==> config.mk <==
export PLATFORM = sky130hd
export DESIGN_NAME = irq_dist
export DESIGN_NICKNAME = d
export VERILOG_FILES = /design/src/rtl/irq_dist_pkg.sv /design/src/rtl/irq_dist_ctrl.sv /design/src/rtl/irq_dist_dp.sv /design/src/rtl/irq_dist.sv
export SDC_FILE = /design/constraint.sdc
export NUM_CORES = 1
export LEC_CHECK = 0
export ABC_AREA = 1
export BUFFER_PORTS_ARGS = -buffer_cell sky130_fd_sc_hd__clkbuf_2
export CAP_MARGIN = 20
export CELL_PAD_IN_SITES_DETAIL_PLACEMENT = 0
export CELL_PAD_IN_SITES_GLOBAL_PLACEMENT = 1
export CORE_MARGIN = 2
export CORE_UTILIZATION = 25
export DETAILED_ROUTE_END_ITERATION = 12
export HOLD_SLACK_MARGIN = 0.05
export PLACE_DENSITY = 0.55
export SLEW_MARGIN = 20
export SYNTH_ARGS = -nofsm -noshare
export SYNTH_HDL_FRONTEND = slang
export SYNTH_SLANG_ARGS = --single-unit
export TNS_END_PERCENT = 30
==> constraint.sdc <==
create_clock -name clk -period 6.2 [get_ports clk]
set_input_delay 1.86 -clock clk [delete_from_list [all_inputs] [get_ports clk]]
set_output_delay 1.86 -clock clk [all_outputs]
set_load 0.005 [all_outputs]
==> src/rtl/irq_dist_pkg.sv <==
package irq_dist_pkg;
  localparam int ADDR_W = 10;
  localparam logic [ADDR_W-1:0] OFF_EN_CLR = 10'h180;
  localparam logic [ADDR_W-1:0] OFF_EN_SET = 10'h184;
  localparam logic [ADDR_W-1:0] OFF_AS_CLR = 10'h188;
  localparam logic [ADDR_W-1:0] OFF_AS_SET = 10'h18C;

  // Write strobes from control to datapath
  typedef struct packed {
    logic routeWr;
    logic enClr;
    logic enSet;
    logic asClr;
    logic asSet;
  } strobes_t;

  typedef enum logic [1:0] {RD_NONE, RD_ROUTE, RD_EN, RD_AS} rdSel_t;
endpackage

==> src/rtl/irq_dist_ctrl.sv <==
module irq_dist_ctrl
  import irq_dist_pkg::*;
#(
  parameter int LINES = 9,
  parameter int IDX_W = 4
) (
  input  logic              busSel,
  input  logic              busWe,
  input  logic [ADDR_W-1:0] busAddr,
  output strobes_t          stb,
  output rdSel_t            rdSel,
  output logic [IDX_W-1:0]  routeIdx
);
  logic routeHit;
  logic doWr;
  logic doRd;

  assign routeHit = busAddr < ADDR_W'(LINES);
  assign doWr     = busSel && busWe;
  assign doRd     = busSel && !busWe;
  assign routeIdx = busAddr[IDX_W-1:0];

  always_comb begin
    stb         = '0;
    stb.routeWr = doWr && routeHit;
    stb.enClr   = doWr && (busAddr == OFF_EN_CLR);
    stb.enSet   = doWr && (busAddr == OFF_EN_SET);
    stb.asClr   = doWr && (busAddr == OFF_AS_CLR);
    stb.asSet   = doWr && (busAddr == OFF_AS_SET);
  end

  always_comb begin
    rdSel = RD_NONE;
    if (doRd) begin
      if (routeHit)                      rdSel = RD_ROUTE;
      else if (busAddr == OFF_EN_CLR)    rdSel = RD_EN;
      else if (busAddr == OFF_AS_CLR)    rdSel = RD_AS;
    end
  end
endmodule

==> src/rtl/irq_dist_dp.sv <==
module irq_dist_dp
  import irq_dist_pkg::*;
#(
  parameter int NUM_CORES = 4,
  parameter int LINES     = 9,
  parameter int IDX_W     = 4,
  localparam int OUT_W    = LINES + 2
) (
  input  logic                       clk,
  input  logic                       rst_n,
  input  logic [LINES-1:0]           rawLines,
  input  strobes_t                   stb,
  input  rdSel_t                     rdSel,
  input  logic [IDX_W-1:0]           routeIdx,
  input  logic [31:0]                wdata,
  output logic [31:0]                rdata,
  output logic [NUM_CORES*OUT_W-1:0] irqOut
);
  logic [LINES-1:0]     syncA, syncB;
  logic [LINES-1:0]     enQ, asQ;
  logic [NUM_CORES-1:0] routeQ [LINES];
  logic [LINES-1:0]     effQ   [NUM_CORES];
  logic [LINES-1:0]     activeLines;
  logic [NUM_CORES-1:0] routeRd;

  // Two-flop synchronizer
  always_ff @(posedge clk) begin
    if (!rst_n) begin
      syncA <= '0;
      syncB <= '0;
    end else begin
      syncA <= rawLines;
      syncB <= syncA;
    end
  end

  // Global masks
  always_ff @(posedge clk) begin
    if (!rst_n) begin
      enQ <= '1;
      asQ <= '0;
    end else begin
      if (stb.enClr) enQ <= enQ & ~wdata[LINES-1:0];
      if (stb.enSet) enQ <= enQ | wdata[LINES-1:0];
      if (stb.asClr) asQ <= asQ & ~wdata[LINES-1:0];
      if (stb.asSet) asQ <= asQ | wdata[LINES-1:0];
    end
  end

  // Readable routing words and per-core effective routing, one slice per line
  for (genvar l = 0; l < LINES; l++) begin : g_line
    logic hit;
    assign hit = stb.routeWr && (routeIdx == IDX_W'(l));

    always_ff @(posedge clk) begin
      if (!rst_n)   routeQ[l] <= '0;
      else if (hit) routeQ[l] <= wdata[NUM_CORES-1:0];
    end

    for (genvar c = 0; c < NUM_CORES; c++) begin : g_core
      always_ff @(posedge clk) begin
        if (!rst_n)   effQ[c][l] <= (c == 0);
        else if (hit) effQ[c][l] <= wdata[c];
      end
    end
  end

  assign activeLines = (syncB & enQ) | asQ;

  // Registered per-core output vectors
  for (genvar c = 0; c < NUM_CORES; c++) begin : g_out
    always_ff @(posedge clk) begin
      if (!rst_n) irqOut[c*OUT_W +: OUT_W] <= '0;
      else        irqOut[c*OUT_W +: OUT_W] <= {activeLines & effQ[c], 2'b00};
    end
  end

  // Routing-word read select
  always_comb begin
    routeRd = '0;
    for (int l = 0; l < LINES; l++)
      if (routeIdx == IDX_W'(l)) routeRd = routeQ[l];
  end

  always_ff @(posedge clk) begin
    if (!rst_n) rdata <= '0;
    else begin
      unique case (rdSel)
        RD_ROUTE: rdata <= 32'(routeRd);
        RD_EN:    rdata <= 32'(enQ);
        RD_AS:    rdata <= 32'(asQ);
        default:  rdata <= '0;
      endcase
    end
  end
endmodule

==> src/rtl/irq_dist.sv <==
module irq_dist
  import irq_dist_pkg::*;
#(
  parameter int NUM_CORES = 4,
  parameter int NUM_LINES = 8,
  localparam int LINES    = NUM_LINES + 1,
  localparam int OUT_W    = LINES + 2,
  localparam int IDX_W    = $clog2(LINES)
) (
  input  logic                       clk,
  input  logic                       rst_n,
  input  logic [NUM_LINES-1:0]       extIrq,
  input  logic                       busSel,
  input  logic                       busWe,
  input  logic [ADDR_W-1:0]          busAddr,
  input  logic [31:0]                busWdata,
  output logic [31:0]                busRdata,
  output logic [NUM_CORES*OUT_W-1:0] irqOut
);
  strobes_t         stb;
  rdSel_t           rdSel;
  logic [IDX_W-1:0] routeIdx;

  irq_dist_ctrl #(.LINES(LINES), .IDX_W(IDX_W)) u_ctrl (
    .busSel(busSel), .busWe(busWe), .busAddr(busAddr),
    .stb(stb), .rdSel(rdSel), .routeIdx(routeIdx)
  );

  irq_dist_dp #(.NUM_CORES(NUM_CORES), .LINES(LINES), .IDX_W(IDX_W)) u_dp (
    .clk(clk), .rst_n(rst_n), .rawLines({extIrq, 1'b0}),
    .stb(stb), .rdSel(rdSel), .routeIdx(routeIdx), .wdata(busWdata),
    .rdata(busRdata), .irqOut(irqOut)
  );
endmodule

## Word-level counts from Yosys, hierarchy flattened

Memory sizes are Yosys's and may differ from the RTL's.
Cells that the tools add are included.

| word-level totals | value |
|---|---|
| register bits after elaboration | 112 |
| RAM bits | 72 |
| output and inout bits | 76 |
| bits of input ports | 54 |
| logic and storage cells | 199 |
| memories kept | 2 |

Memories:

| memory | words | bits a word | rd ports | clocked after memory_dff | wr ports | RTL line | source |
|---|---|---|---|---|---|---|---|
| u_dp.effQ | 4 | 9 | 4 | 0 | 4 | irq_dist_dp.sv:22 | `logic [LINES-1:0] effQ [NUM_CORES];` |
| u_dp.routeQ | 9 | 4 | 9 | 0 | 9 | irq_dist_dp.sv:21 | `logic [NUM_CORES-1:0] routeQ [LINES];` |

| operators by class | value |
|---|---|
| reductions and logical operators | 20 |
| muxes and demuxes | 91 |
| bitwise gates (word level) | 56 |
| magnitude comparators | 1 |
| eq/ne operators | 15 |

Operator list:

| kind | count |
|---|---|
| $mux W4 | 18 |
| $mux W1 | 64 |
| $and A9 B9 Y9 | 7 |
| $or A1 B1 Y1 | 45 |
| $eq A10 B9 Y1 const B | 4 |
| $mux W9 | 4 |
| $or A9 B9 Y9 | 3 |
| $pmux W9 S3 | 1 |
| $eq A4 B3 Y1 const B | 4 |
| $logic_and A1 B1 Y1 | 16 |
| $lt A10 B4 Y1 const B | 1 |
| $not A9 Y9 | 1 |
| $eq A4 B2 Y1 const B | 2 |
| $mux W2 | 4 |
| $eq A2 B2 Y1 const B | 2 |
| $eq A4 B1 Y1 const B | 1 |
| $eq A4 B4 Y1 const B | 1 |
| $logic_not A4 Y1 | 1 |
| $reduce_bool A2 Y1 | 2 |
| $eq A2 B1 Y1 const B | 1 |
| $logic_not A1 Y1 | 1 |

## Logic depth before layout (Yosys ltp)

| depth | value |
|---|---|
| depth after elaboration | 11 |
| mapped depth | 12 |
| gate-level depth less buffers | 11 |

## Cells and area by module

A second synthesis with hierarchy kept.

| unflattened totals | value |
|---|---|
| cells, all modules | 668 |
| area, all modules | 6032.0 µm² |

By module, submodules not included:

| module | cells an instance | area each (µm²) | instances | sequential area each (µm²) |
|---|---|---|---|---|
| irq_dist_dp | 624 | 5806.8 | 1 | 3693.5 |
| irq_dist_ctrl | 43 | 221.5 | 1 | 0.0 |
| irq_dist | 1 | 3.8 | 1 | 0.0 |

## Worst setup path before layout

Ideal clock, no wire load.

| timing path | value |
|---|---|
| kind | input-to-reg |
| start point | in busAddr[4] |
| end point | mem u_dp.effQ[0][6] (enable) |
| setup time | 373 ps |
| cell stages on the path | 6 |
| slack | 2870 ps |
| arrival | 2957 ps |
| data required time | 5827 ps |
| buffers on the path | 1 |
| path through | nor2_1 nand2_1 nor2_2 nand3_4 buf_6 o21ai_1 |

RTL lines:

| what | RTL line | source |
|---|---|---|
| from (decl) | irq_dist.sv:15 | `input logic [ADDR_W-1:0] busAddr,` |
| to (decl) | irq_dist_dp.sv:22 |  |

==> reports/results.ini <==
[run_status]
status=completed

[drt]
wirelength_um=15500
post_drt_wl_per_cell_um=14.7
drtIter0Drc=252
drc=0
viasPerCell=4.14
drtAntennaViolNets=0
vias=4342
firstDrtPassIters=4

[global_routing]
grt_max_degree=35
track_usage=0.131
grt.overflow.total=0
grt_pass1_vias=4324
grt_antenna_before_repair=0
grt_pass1_wl_um=24100

[cts]
max-clock-path-buffers=2
cts_hold_buf=0
cts_setup_buffers=0
clk_latency_ns=0.42
ctsResizeCount=0
cts_tree=done
cts_made_buffers=17
htree_levels=4
clk_pin_slew_worst_paths_ns=0.06
cts_sinks=151
clockRootBuffer=clkbuf_16

[pwr]
powerDensity_mw_per_mm2=302
leakage_nw=2.97
total_power_mw=2.15
vdd_ir_drop_max_v=0.000140

[timing]
max_clock_freq_ghz=0.292
period_share=0.552
hold_violations=0
setup_ws_ns=2.78
skew_ns=0.00757
final_max_slew_viol_count=0
rsz0062_at_grt=false
post-route-min-period_ns=3.42
holdWs_ns=0.408
max_slew_margin=0.312
setup_viol=0
worstMarginPinSlew_ns=1.03
setup-tns-final_ns=0

[min_path]
hp-class=flop to flop

[finish]
multi_input_area_sq_mm=0.00184
diodes=0
seqCellArea_sq_mm=0.00365
nNetsFinal=772
syn2layout_area_growth_pct=18.9
drive_gt1_frac=0.193
fill_cells=2503
final_util=0.303

[worst_setup_path]
arrival_ns=3.47
critPathKind=primary input to flop
cp-end-kind=flop
cp.required_ns=6.24
critPathLaunchType=primary input
cp_max_fo=17

[yosys]
synth_common_cells=nor2_1, nand2_1, dfxtp_1
synth_edf_count=63
yosys-top-cells-area=edfxtp_1, dfxtp_1, nor2_1, nand2_1, buf_4
syn_area_per_cell_sq_um=9.27
muxShareOfSynthArea=0
synth_top_area_frac=0.316
synth-compound-area-share=0.0690
synth_cell_types=30
synthAdderAreaFrac=0
ys_ff_latch=151
synth_area_leader_cell=edfxtp_1
synthXorXnorAreaFrac=0
synth_cells=645
synth_flop_cell=dfxtp_1
yosysSeqAreaShare=0.611
async_flop_share=0
synth_area_sq_mm=0.00598
synth_top_family_by_area=simple AND/OR/NAND/NOR gates
yosysMostFrequentCell=nor2_1
ys_warn_count=0
synthSimpleGateAreaFrac=0.219

[place]
routabilityCongestion=0.754
dp_hpwl_um=10500
io_buffers=75
pre_cts_ws_ns=2.32

[floorplanning]
io_pins=130
initial_core_util=0.255
num_rows=56
coreArea_sq_mm=0.0235
die_h_um=159
dieArea_sq_mm=0.0252
dieWidth_um=159

[flow_run]
drv_cap=0

[placed cells by master, fill, tap and decap left out, types with 3 or more instances in the layout]
cell,synthesis,final
nor2_1,114,114
nand2_1,101,101
dfxtp_1,88,88
clkbuf_2,0,75
inv_1,63,63
edfxtp_1,63,63
nand3_1,41,41
conb_1,1,31
a21oi_1,23,23
clkbuf_16,0,18
o21ai_0,17,17
o22ai_1,10,10
o211ai_1,10,10
nor2_2,8,8
o21ai_1,8,8
nand4_1,8,8
nor3_1,8,8
inv_2,6,6
nand2_2,5,5
a21oi_2,4,4
nor3_2,3,3
clkbuf_8,0,3
buf_4,32,3
[path summary, 6_finish.rpt]
check,to,start,slack [ns],cells past startpoint
setup / recovery,u_dp.routeQ[6][1],busAddr[4],2.78,6
hold / removal,u_dp.syncB[2],u_dp.syncA[2],0.41,2
setup reg to reg,u_dp.rdata[0],u_dp.routeQ[0][0],4.94,6
hold reg to reg,u_dp.syncB[2],u_dp.syncA[2],0.41,2
[where the power goes]
part           switching [mW]  internal, mW  leakage (nW)  total (mW)
registers             0.00794          1.06          1.32        1.07
logic                  0.0767        0.0236          1.37       0.100
clock network           0.412         0.570         0.276       0.981
[final cells by class]
| class | instances | area share |
|---|---|---|
| sequential | 151 | 0.514 |
| multi-input combinational | 401 | 0.259 |
| clock buffer | 23 | 0.0702 |
| tap | 319 | 0.0561 |
| timing repair buffer | 78 | 0.0559 |
| inverter | 69 | 0.0364 |
| clock inverter | 9 | 0.00897 |
[stage by stage]
step,cell area (sq um),std cells
2_1_floorplan,6090,675
3_3_place_gp,6550,1018
3_5_place_dp,6550,1018
4_1_cts,7110,1050
5_1_grt,7110,1050
6_report,7110,1050
[critical path, cell delays in order]
cell      delay (ns)
clkbuf_2        0.08
nor2_1          0.24
nand2_1         0.10
nor2_2          0.18
nand3_4         0.27
o21ai_1         0.72
[kinds of logic (layout without fill, tap and decap cells)]
logic type | after synthesis | after routing
AO/OA/AOI/OAI | 72 | 72
buffers and inverters | 123 | 179
flip-flops | 151 | 151
other | 1 | 31
AND/OR/NAND/NOR | 298 | 298
[metal layers]
metal / part of all wire / track usage / vias to the layer above / wire length, um
li1: - / - / 2185 / -
met1: 0.47 / 0.168 / 2046 / 7300
met2: 0.48 / 0.216 / 99 / 7360
met3: 0.039 / 0.0310 / 12 / 606
met4: 0.013 / 0.0412 / 0 / 208
met5: 0 / 0 / - / 0
(Power assumes the default switching activity.)
